`src/rtl/btag_pkg.sv`:
```
package btag_pkg;

   // Fixed instruction fields of the two hint encodings
   localparam logic [6:0] OPC_IMM      = 7'b0010011;
   localparam logic [2:0] F3_SET       = 3'b001;
   localparam logic [2:0] F3_CHECK     = 3'b101;
   localparam logic [6:0] F7_PLAIN     = 7'b0000000;
   localparam int         OPERAND_BITS = 10;

   typedef enum logic [1:0] {
      TOP_NONE  = 2'd0,
      TOP_SET   = 2'd1,
      TOP_CHECK = 2'd2
   } tag_op_e;

endpackage

```
`src/rtl/btag_decode.sv`:
```
module btag_decode
   import btag_pkg::*;
#(
   parameter int INSTR_W = 32,
   parameter int SLOT_W  = 8,
   parameter int ID_W    = 2
) (
   input  logic               valid_i,
   input  logic               en_i,
   input  logic [INSTR_W-1:0] instr_i,
   output tag_op_e            op_o,
   output logic [ID_W-1:0]    id_o,
   output logic [SLOT_W-1:0]  value_o
);

   generate
      if (INSTR_W != 32) begin : g_bad_instr_w
         $error("btag_decode: INSTR_W must be 32");
      end
      if (ID_W + SLOT_W != OPERAND_BITS) begin : g_bad_operand_w
         $error("btag_decode: id and value must fill the 10 operand bits");
      end
   endgenerate

   logic [6:0] opcode;
   logic [4:0] rd;
   logic [2:0] funct3;
   logic [6:0] funct7;
   logic [OPERAND_BITS-1:0] operand;
   logic       base_ok;

   always_comb begin
      opcode  = instr_i[6:0];
      rd      = instr_i[11:7];
      funct3  = instr_i[14:12];
      funct7  = instr_i[31:25];
      // shamt field on top, rs1 field below
      operand = {instr_i[24:20], instr_i[19:15]};
      base_ok = valid_i && en_i && (opcode == OPC_IMM)
                && (rd == 5'd0) && (funct7 == F7_PLAIN);
   end

   always_comb begin
      op_o = TOP_NONE;
      if (base_ok) begin
         unique case (funct3)
            F3_SET:   op_o = TOP_SET;
            F3_CHECK: op_o = TOP_CHECK;
            default:  op_o = TOP_NONE;
         endcase
      end
   end

   assign id_o    = operand[OPERAND_BITS-1 -: ID_W];
   assign value_o = operand[SLOT_W-1:0];

endmodule

```
`src/rtl/btag_slots.sv`:
```
module btag_slots #(
   parameter int         NUM_SLOTS = 4,
   parameter int         SLOT_W    = 8,
   parameter int         ID_W      = 2,
   parameter logic [7:0] RST_TAG   = 8'h00,
   localparam int        CSR_W     = NUM_SLOTS * SLOT_W
) (
   input  logic              clk,
   input  logic              rst,
   input  logic              wr_en_i,
   input  logic [ID_W-1:0]   wr_id_i,
   input  logic [SLOT_W-1:0] wr_val_i,
   output logic [CSR_W-1:0]  slots_o
);

   generate
      if (NUM_SLOTS > (1 << ID_W)) begin : g_bad_slots
         $error("btag_slots: ID_W too narrow for NUM_SLOTS");
      end
      if (SLOT_W > 8) begin : g_bad_slot_w
         $error("btag_slots: RST_TAG only covers 8-bit slots");
      end
   endgenerate

   for (genvar gi = 0; gi < NUM_SLOTS; gi++) begin : g_slot
      logic [SLOT_W-1:0] tag_q;
      logic              hit;

      assign hit = wr_en_i && (wr_id_i == ID_W'(gi));

      always_ff @(posedge clk) begin
         if (rst) begin
            tag_q <= RST_TAG[SLOT_W-1:0];
         end else if (hit) begin
            tag_q <= wr_val_i;
         end
      end

      assign slots_o[gi*SLOT_W +: SLOT_W] = tag_q;
   end

endmodule

```
`src/rtl/btag_compare.sv`:
```
module btag_compare #(
   parameter int NUM_SLOTS  = 4,
   parameter int SLOT_W     = 8,
   parameter int ID_W       = 2,
   parameter bit REG_RESULT = 1'b1,
   localparam int CSR_W     = NUM_SLOTS * SLOT_W
) (
   input  logic              clk,
   input  logic              rst,
   input  logic              chk_en_i,
   input  logic [ID_W-1:0]   chk_id_i,
   input  logic [SLOT_W-1:0] chk_val_i,
   input  logic [CSR_W-1:0]  slots_i,
   output logic              pass_o,
   output logic              fail_o
);

   logic [SLOT_W-1:0] sel_tag;
   logic              match;

   always_comb begin
      sel_tag = '0;
      for (int k = 0; k < NUM_SLOTS; k++) begin
         if (chk_id_i == ID_W'(k)) begin
            sel_tag = slots_i[k*SLOT_W +: SLOT_W];
         end
      end
      match = (sel_tag == chk_val_i);
   end

   generate
      if (REG_RESULT) begin : g_reg
         logic pass_q, fail_q;
         always_ff @(posedge clk) begin
            if (rst) begin
               pass_q <= 1'b0;
               fail_q <= 1'b0;
            end else begin
               pass_q <= chk_en_i && match;
               fail_q <= chk_en_i && !match;
            end
         end
         assign pass_o = pass_q;
         assign fail_o = fail_q;
      end else begin : g_comb
         assign pass_o = chk_en_i && match;
         assign fail_o = chk_en_i && !match;
      end
   endgenerate

endmodule

```
`src/rtl/btag_unit.sv`:
```
module btag_unit
   import btag_pkg::*;
#(
   parameter int         NUM_SLOTS  = 4,
   parameter int         SLOT_W     = 8,
   parameter int         INSTR_W    = 32,
   parameter bit         REG_RESULT = 1'b1,
   parameter logic [7:0] RST_TAG    = 8'h00,
   localparam int        ID_W       = $clog2(NUM_SLOTS),
   localparam int        CSR_W      = NUM_SLOTS * SLOT_W
) (
   input  logic               clk,
   input  logic               rst,
   input  logic               ext_en,
   input  logic               retire_valid,
   input  logic [INSTR_W-1:0] retire_instr,
   output logic               chk_pass,
   output logic               chk_fail,
   output logic [CSR_W-1:0]   tag_csr
);

   generate
      if (CSR_W != 32) begin : g_bad_csr_w
         $error("btag_unit: slots must fill a 32-bit register");
      end
   endgenerate

   tag_op_e           op;
   logic [ID_W-1:0]   op_id;
   logic [SLOT_W-1:0] op_val;
   logic              do_set;
   logic              do_check;

   btag_decode #(
      .INSTR_W (INSTR_W),
      .SLOT_W  (SLOT_W),
      .ID_W    (ID_W)
   ) dec_i (
      .valid_i (retire_valid),
      .en_i    (ext_en),
      .instr_i (retire_instr),
      .op_o    (op),
      .id_o    (op_id),
      .value_o (op_val)
   );

   assign do_set   = (op == TOP_SET);
   assign do_check = (op == TOP_CHECK);

   btag_slots #(
      .NUM_SLOTS (NUM_SLOTS),
      .SLOT_W    (SLOT_W),
      .ID_W      (ID_W),
      .RST_TAG   (RST_TAG)
   ) slots_i (
      .clk      (clk),
      .rst      (rst),
      .wr_en_i  (do_set),
      .wr_id_i  (op_id),
      .wr_val_i (op_val),
      .slots_o  (tag_csr)
   );

   btag_compare #(
      .NUM_SLOTS  (NUM_SLOTS),
      .SLOT_W     (SLOT_W),
      .ID_W       (ID_W),
      .REG_RESULT (REG_RESULT)
   ) cmp_i (
      .clk       (clk),
      .rst       (rst),
      .chk_en_i  (do_check),
      .chk_id_i  (op_id),
      .chk_val_i (op_val),
      .slots_i   (tag_csr),
      .pass_o    (chk_pass),
      .fail_o    (chk_fail)
   );

endmodule

```
`config.mk`:
```
export PLATFORM = sky130hd
export DESIGN_NAME = btag_unit
export DESIGN_NICKNAME = d
export VERILOG_FILES = /design/src/rtl/btag_pkg.sv /design/src/rtl/btag_decode.sv /design/src/rtl/btag_slots.sv /design/src/rtl/btag_compare.sv /design/src/rtl/btag_unit.sv
export SDC_FILE = /design/constraint.sdc
export NUM_CORES = 1
export LEC_CHECK = 0
export ABC_AREA = 1
export CORE_UTILIZATION = 47
export CTS_BUF_LIST = sky130_fd_sc_hd__clkbuf_8
export DETAILED_ROUTE_END_ITERATION = 12
export PLACE_DENSITY = 0.82
export REMOVE_ABC_BUFFERS = 1
export SLEW_MARGIN = 10
export SYNTH_ARGS = -nofsm -noshare
export SYNTH_HDL_FRONTEND = slang
export SYNTH_SLANG_ARGS = --single-unit
```
`constraint.sdc`:
```
create_clock -name clk -period 1.5 [get_ports clk]
set_input_delay 0.15 -clock clk [delete_from_list [all_inputs] [get_ports clk]]
set_output_delay 0.15 -clock clk [all_outputs]
set_load 0.03 [all_outputs]
```
### Word level (Yosys, flattened, before mapping)

Cells that the tools add are included.

* register bits after elaboration: 34
* input bits: 36
* output and inout bits: 34

* equality and inequality tests: 9
* mux-type cells: 6
* reduce and logical (&&, ||, !) cells: 14

Operator list (number)
* 8-bit two-way mux: 4
* 1-bit logical AND: 10
* 8-bit == test: 1
* 7-bit by 5-bit == test with 1-bit output (second input constant): 1
* 7-bit logical NOT: 1
* 2-bit == test (second input constant): 3
* 5-bit logical NOT: 1
* 2-bit by 1-bit == test with 1-bit output (second input constant): 2
* 2-bit case mux with 2 select lines: 1
* 3-bit by 1-bit == test with 1-bit output (second input constant): 1
* 3-bit == test (second input constant): 1
* 2-bit logical NOT: 1
* 2-bit two-way mux: 1
* 1-bit logical NOT: 1

### Logic depth before layout (Yosys ltp)

Gate-level depths: netlist of run 1.

* depth in word-level cells: 8
* depth in mapped cells: 12

### By module

A second synthesis of run 1 with hierarchy kept.

* cells, all modules: 376
* area total of the unflattened synthesis: 2207.1 um^2

By module, submodules not included
* btag_slots: times used 1, cells each 208, area each 1426.4 um^2, sequential area each 640.6 um^2
* btag_compare: times used 1, cells each 127, area each 583.1 um^2, sequential area each 40.0 um^2
* btag_decode: times used 1, cells each 37, area each 182.7 um^2, sequential area each 0.0 um^2
* btag_unit: times used 1, cells each 4, area each 15.0 um^2, sequential area each 0.0 um^2

### Least setup slack after synthesis of run 1

Ideal clock, no wire load.

* path kind: register to register
* start: register slots_i.g_slot[1].tag_q[1]
* end: register cmp_i.g_reg.fail_q (netlist: cmp_i.fail_o)
* data arrival time: 1.197 ns
* setup slack: 0.190 ns
* cell stages (with the launch flop): 10
* buffers on the path: 0
* clock period less this slack: 1.310 ns
* path through: dfxtp_1 inv_1 o21ai_0 nand3_1 nand3_1 nand2_1 nor2_1 nand2_1 nor2_1 nor2_1

* cells in the longest elaborated chain, start to end: 6

RTL lines
* start: declaration: line btag_slots.sv:26 `logic [SLOT_W-1:0] tag_q;`
* start signal: assignment: line btag_slots.sv:33 `tag_q <= RST_TAG[SLOT_W-1:0];`
* start signal: assignment: line btag_slots.sv:35 `tag_q <= wr_val_i;`
* 8-bit two-way mux (3 in series): line btag_compare.sv:24 `if (chk_id_i == ID_W'(k)) begin`
* 8-bit == test: line btag_compare.sv:28 `match = (sel_tag == chk_val_i);`
* 1-bit logical NOT: line btag_compare.sv:40 `fail_q <= chk_en_i && !match;`
* 1-bit logical AND: line btag_compare.sv:40
* end signal: assignment: line btag_compare.sv:40
* end: declaration: line btag_compare.sv:33 `logic pass_q, fail_q;`

Every way passes these cells.
A chain may end at the register's enable or synchronous reset.

### Worst setup path after layout of run 1

* start: register slots_i.g_slot[1].tag_q[0]
* end: output port tag_csr[8]

RTL lines
* end: declaration: line btag_unit.sv:19 `output logic [CSR_W-1:0] tag_csr`

No word-level cell between the ends.

==> key figures, run 1 <==
GRT
  – Largest net degree at the start of global routing: 21
  – First-pass GRT wire length: 9135 um
  – GR Util All Layers: 0.2655
  – Vias in the first global route: 2152
  – Initial antenna violation count: 0
  – Overflow after GRT: 0

Worst setup path
  – Critical path required time: 1350 ps
  – Crit path arrival time: 1300 ps
  – Critical Path Start Type: flop
  – Max FO, Critical Path: 2
  – Slowest stage cell, crit path: clkdlybuf4s50_1
  – Cells on worst reg2reg path: 10
  – Top delay family on crit path: buffers and inverters
  – Reg2reg end: cmp_i.fail_o
  – Critical-path cell list: clkdlybuf4s50_1
  – CP Buf/Inv Count: 1
  – FF-to-FF setup slack: 220 ps
  – Crit path largest cell delay: 680 ps
  – Reg2reg start: slots_i.g_slot[0].tag_q[7]
  – Worst setup EP type: output port
  – WS Path Type: flop to output port

Yosys
  – FF+latch count, synth: 34
  – Most common cell in the netlist: nand2_1
  – Sequential cell area fraction in the yosys report: 0.3285
  – Post-Syn Area: 2072 um^2
  – Biggest area consumer among synthesized cells: dfxtp_1
  – Synth Warn #: 0
  – Synth top area share: 0.3285
  – Post-synth EDFFs: 0
  – Ys async rst share: 0
  – Most instantiated cells after synthesis: nand2_1, nor2_1, inv_1
  – Mapped Cells: 352
  – Predominant post-synthesis flop cell: dfxtp_1
  – Synth area leaders: dfxtp_1, nand2_1, nor2_1
  – Mean Syn Cell Area: 5.886 um^2
  – Synth unique cells: 20

Placement
  – Pre-CTS setup slack: -425.3 ps
  – I/O Buffers: 69
  – RD Place Congestion: 0.8966
  – Final HPWL DP: 4550 um

Pwr
  – VDD IR-drop max: 542.1 uV
  – Flop pwr share: 0.445
  – Cell-internal power: 1540 uW
  – PnR Total Power: 2027 uW
  – Sw frac: 0.2404
  – Logic pwr share: 0.151
  – P_leak: 0.002032 uW
  – Sw Pwr: 487.4 uW
  – Power per cell area: 636.2 nW/um^2
  – Clk pwr share: 0.404

Clocking
  – CTS tree: done
  – Clock H-tree levels: 2
  – Clk_lat worst skew: 290 ps
  – Root Driver: clkbuf_8
  – Max Buffers Root-to-Sink: 2
  – Clock-pin slew on the worst setup and hold paths: 70 ps
  – CTS Buf Count: 5
  – # clock sinks: 34

STA
  – Hold slack: 513.0 ps
  – Worst Max-Slew Pin Slew: 328.2 ps
  – Final worst path period share: 0.9699
  – Fmax: 687.4 MHz
  – Fin Setup TNS: 0 ps
  – Rel. slew slack: 0.7812
  – Fin worst setup slack: 45.18 ps
  – Min Clock Period, post-route: 1455 ps
  – Final slew viol count: 0
  – Fin. Hold Viols: 0
  – Layout Skew: 3.978 ps
  – RSZ-0062 raised after global routing: no
  – Final setup viols: 0

Routing
  – DRT antenna net count: 0
  – DRC viols: 0
  – WL per Instance: 12.42 um
  – Vias per inst: 4.898
  – 1st-iter DRT viols: 110
  – Via count: 2459
  – Routed wire length: 6237 um
  – DRT Pass-1 Iters: 4

Final layout
  – Nets@finish: 487
  – Layout cells sized above 1: 0.1283
  – Area growth syn-to-layout: 53.80%
  – Diode count: 0

Floorplanning
  – IO Pins: 70
  – Starting Density: 0.5035
  – Chip width: 68.40 um
  – # rows: 23
  – Core area: 4115 um^2
  – Die H: 68.40 um
  – Die Area: 4678 um^2

Worst hold path
  – Hold path start: retire_instr[8]
  – Worst hold stages: 7
  – Hold/Removal Path Class: input port to flop
  – Worst Hold End: cmp_i.fail_o

Status
  – Outcome: completed

Job
  – Number of max-cap violations: 0
-- flip-flops by register name (all words and copies together) (netlist names) --
register,count
cmp_i.pass_o,1
slots_i.g_slot.tag_q,32
cmp_i.fail_o,1
-- metal layers --
layer  routed length (um)  track usage  up-vias  share of wire
li1                     -            -     1260              -
met4                   72      0.09375        0          0.012
met2                 3048       0.4755       97           0.49
met5                    0            0        -              0
met3                  511      0.05667        9          0.082
met1                 2604       0.3066     1093           0.42
-- cells in the final DEF, fill, tap and decap left out, drive strengths merged --
| cell | instances |
|---|---|
| clkdlybuf4s50 | 37 |
| clkinv | 1 |
| nand2 | 135 |
| inv | 48 |
| nand4 | 5 |
| o21ai | 8 |
| dlygate4sd2 | 7 |
| buf | 32 |
| bufinv | 1 |
| nand3b | 2 |
| nor2 | 82 |
| clkbuf | 5 |
| dlymetal6s2s | 25 |
| nand3 | 26 |
| dfxtp | 34 |
| nor3 | 4 |
-- cells by family (layout without fill, tap and decap cells) --
group,count (synthesis),in the layout,synth area share
AO/OA/AOI/OAI,8,8,0.01932
buffers and inverters,56,156,0.1328
flip-flops,34,34,0.3285
AND/OR/NAND/NOR,254,254,0.5193
-- per-stage QoR --
step,instance area (um^2),std cells,util
3_3_place_gp,2944,491,0.7154
4_1_cts,3048,499,0.7407
3_5_place_dp,2944,491,0.7154
2_1_floorplan,1973,343,-
5_1_grt,3187,502,0.7744
6_report,3187,502,0.7744
-- power groups by stage --
stage	sequential, uW	clock, uW	combinational, uW
floorplan	923	0	111
global placement	923	0	292
detailed placement	923	0	297
CTS	902	829	301
global route	901	874	335
finish	902	820	306
-- layout make-up --
type	instances	area, um^2
Clock inverter	3	37.54
Fill cell	313	928.4
Inverter	47	177.7
Sequential cell	34	680.7
Timing Repair Buffer	101	1005
Tap cell	50	62.56
Multi-Input combinational cell	262	1155
Clock buffer	5	68.82
-- worst max path at each step --
stage,from,end,cells after the start
after global placement,retire_instr[24],cmp_i.fail_o,11
after detailed placement,retire_instr[24],cmp_i.fail_o,11
after floorplan,slots_i.g_slot[1].tag_q[1],cmp_i.fail_o,9
final,slots_i.g_slot[1].tag_q[0],tag_csr[8],1
after global routing,retire_instr[30],slots_i.g_slot[0].tag_q[3],9
after CTS,slots_i.g_slot[0].tag_q[7],tag_csr[7],1
-- what timing repair did --
item / in CTS / in global routing
gates resized for setup: 9 / 38
buffers inserted: 0 / 2
endpoints found under the setup margin: 8 / 48
gates cloned: 0 / 1
hold endpoints to repair: 0 / 0
hold buffers: 0 / 0
pin swaps: 0 / 12
(Power assumes the default switching activity.)
==> inputs of run 2 (changes only) <==
Settings changed: ABC_AREA 1 to default, CORE_UTILIZATION 47 to 45.
==> key figures, run 2 <==
Floorplanning
  – # rows: 22
  – Die Area: 4353 um^2
  – Starting Density: 0.4848
  – Chip width: 65.98 um
  – IO Pins: 70
  – Core area: 3799 um^2
  – Die H: 65.98 um

Final layout
  – Max reg flops: 32
  – Area growth syn-to-layout: 77.04%
  – Nets@finish: 322
  – Layout Cells excl Fill: 335
  – Design Area, Final: 3261 um^2
  – Leading cell type in the layout, fill and taps excluded: dlymetal6s2s_1
  – Filler cell count in the final layout: 178
  – Diode count: 0
  – Most frequent cells in the layout: dlymetal6s2s_1, nand4_1, a21oi_1
  – Most flop-heavy register: slots_i.g_slot.tag_q
  – Layout cells sized above 1: 0.2997

Job
  – Number of max-cap violations: 0

Worst setup path
  – FF-to-FF setup slack: -60 ps
  – Crit path arrival time: 1970 ps
  – Reg2reg start: slots_i.g_slot[2].tag_q[7]
  – Worst setup EP type: flop
  – Cells on worst reg2reg path: 4
  – Worst setup path startpoint: retire_instr[25]
  – Critical path required time: 1670 ps
  – Reg2reg end: cmp_i.fail_o
  – Capture point of the worst path: slots_i.g_slot[1].tag_q[0]
  – Critical Path Start Type: input port
  – Max FO, Critical Path: 16
  – WS Path Type: input port to flop

Placement
  – Area post-placement: 2754 um^2
  – Cell Count Post-Placement: 318
  – Final HPWL DP: 4119 um
  – I/O Buffers: 69
  – RD Place Congestion: 0.8664

Worst hold path
  – Hold/Removal Path Class: flop to flop
  – Hold path start: slots_i.g_slot[1].tag_q[7]
  – Worst hold stages: 2

Pwr
  – Sw frac: 0.2442
  – Flop pwr share: 0.446
  – Power per cell area: 619.8 nW/um^2
  – Sw Pwr: 493.6 uW
  – P_leak: 0.001675 uW
  – Logic pwr share: 0.149
  – Clk pwr share: 0.405
  – Cell-internal power: 1527 uW
  – VDD IR-drop max: 682.6 uV

Yosys
  – Most instantiated cells after synthesis: nand4_1, dfxtp_1, a21oi_1, o31ai_1, clkbuf_1
  – Synth top area share: 0.3696
  – Predominant post-synthesis flop cell: dfxtp_1
  – Synth Warn #: 0
  – Mapped Cells: 197
  – Synth unique cells: 27
  – Synth area leaders: dfxtp_1, o31ai_1, nand4_1
  – Most common cell in the netlist: nand4_1
  – Post-synth EDFFs: 0
  – Post-Syn Area: 1842 um^2
  – FF+latch count, synth: 34
  – Ys async rst share: 0
  – Biggest area consumer among synthesized cells: dfxtp_1
  – Sequential cell area fraction in the yosys report: 0.3696
  – Mean Syn Cell Area: 9.349 um^2

Clocking
  – # clock sinks: 34
  – Clock-pin slew on the worst setup and hold paths: 70 ps
  – CTS Buf Count: 5
  – Root Driver: clkbuf_8
  – CTS tree: done
  – Hold-fix buffers, CTS: 0
  – Clk_lat worst skew: 300 ps
  – Clock H-tree levels: 2
  – Max Buffers Root-to-Sink: 2

GRT
  – Vias in the first global route: 2098
  – First-pass GRT wire length: 10120 um
  – Overflow after GRT: 0
  – Initial antenna violation count: 0
  – GR Util All Layers: 0.3093
  – Largest net degree at the start of global routing: 33

Routing
  – 1st-iter DRT viols: 374
  – Routed wire length: 8414 um
  – DRC viols: 0
  – Via count: 2407
  – Vias per inst: 7.185
  – DRT Pass-1 Iters: 5
  – WL per Instance: 25.12 um
  – DRT antenna net count: 0

STA
  – Worst Max-Slew Pin Slew: 446.7 ps
  – Min Clock Period, post-route: 1802 ps
  – Fmax: 555.0 MHz
  – Fin worst setup slack: -301.7 ps
  – Final slew viol count: 0
  – Rel. slew slack: 0.7013
  – RSZ-0062 raised after global routing: yes
  – Layout Skew: 1.881 ps
  – Final setup viols: 33
  – Fin. Hold Viols: 0
  – Final worst path period share: 1.201

Status
  – Failing checks: setup timing
  – Outcome: complete, but fails checks
-- run 2: stage by stage --
stage / util / worst slack [ps] / setup TNS, ps / power (uW) / hold slack, ps
global placement: 0.7250 / -481.6 / -11450 / 1154 / 471.1
detailed placement: 0.7250 / -539.3 / -13310 / 1159 / 476.2
floorplan: - / -328.3 / -10860 / 968.2 / 219.1
CTS: 0.7688 / 0.3267 / 0 / 1959 / 491.8
global route: 0.8584 / -303.1 / -6936 / 2059 / 496.9
finish: 0.8584 / -301.7 / -5669 / 2021 / 492.1
-- run 2: repair_timing --
item / in CTS / in global routing
resized for setup: 19 / 71
setup buffers: 0 / 5
setup endpoints to repair: 40 / 60
pin swaps: 1 / 7
cloned: 1 / 3
-- run 2: worst min-delay path by stage --
stage / to
after floorplan: slots_i.g_slot[0].tag_q[0]
after global placement: slots_i.g_slot[2].tag_q[4]
after detailed placement: slots_i.g_slot[2].tag_q[2]
after CTS: slots_i.g_slot[2].tag_q[5]
after global routing: slots_i.g_slot[1].tag_q[7]
final: slots_i.g_slot[1].tag_q[7]
-- run 2: critical path, stage by stage --
cell            delay (ps)
dlymetal6s2s_1         180
nor4b_4                380
nand4_1                430
clkbuf_16              350
o31ai_1                340
a21oi_1                130
-- run 2: metal layers --
metal	global-route usage	up-vias	part of all wire
li1	-	965	-
met1	0.3686	1122	0.33
met2	0.5115	248	0.47
met3	0.08448	72	0.12
met4	0.1463	0	0.070
met5	0	-	0
-- run 2: area by class of cell --
type	instances	area (um^2)	area share
sequential	34	685.7	0.2103
timing repair buffer	108	1225	0.3757
tap	48	60.06	0.01842
multi-input combinational	137	1180	0.3619
clock buffer	8	110.1	0.03377
-- run 2: logic make-up (layout without fill, tap and decap cells) --
family | count (synthesis) | after routing | synth area share
AND/OR/NAND/NOR | 56 | 56 | 0.1950
flip-flops | 34 | 34 | 0.3696
AO/OA/AOI/OAI | 65 | 65 | 0.2228
XOR/XNOR | 8 | 8 | 0.03804
multiplexers | 8 | 8 | 0.1060
buffers and inverters | 26 | 116 | 0.06861
-- run 2: power by group through the flow --
stage / Clock, uW / Combinational, uW / Sequential (uW)
2_1_floorplan: 0 / 45.3 / 923
3_3_place_gp: 0 / 231 / 923
3_5_place_dp: 0 / 236 / 923
4_1_cts: 801 / 255 / 902
5_1_grt: 847 / 310 / 902
6_report: 818 / 301 / 902
==> inputs of run 3 (changes only) <==
Settings changed: CTS_CLUSTER_DIAMETER from default to 150, CTS_CLUSTER_SIZE from default to 28.
==> results of run 3 <==
Same layout as run 2: the final DEF is identical, and so are final timing and power.
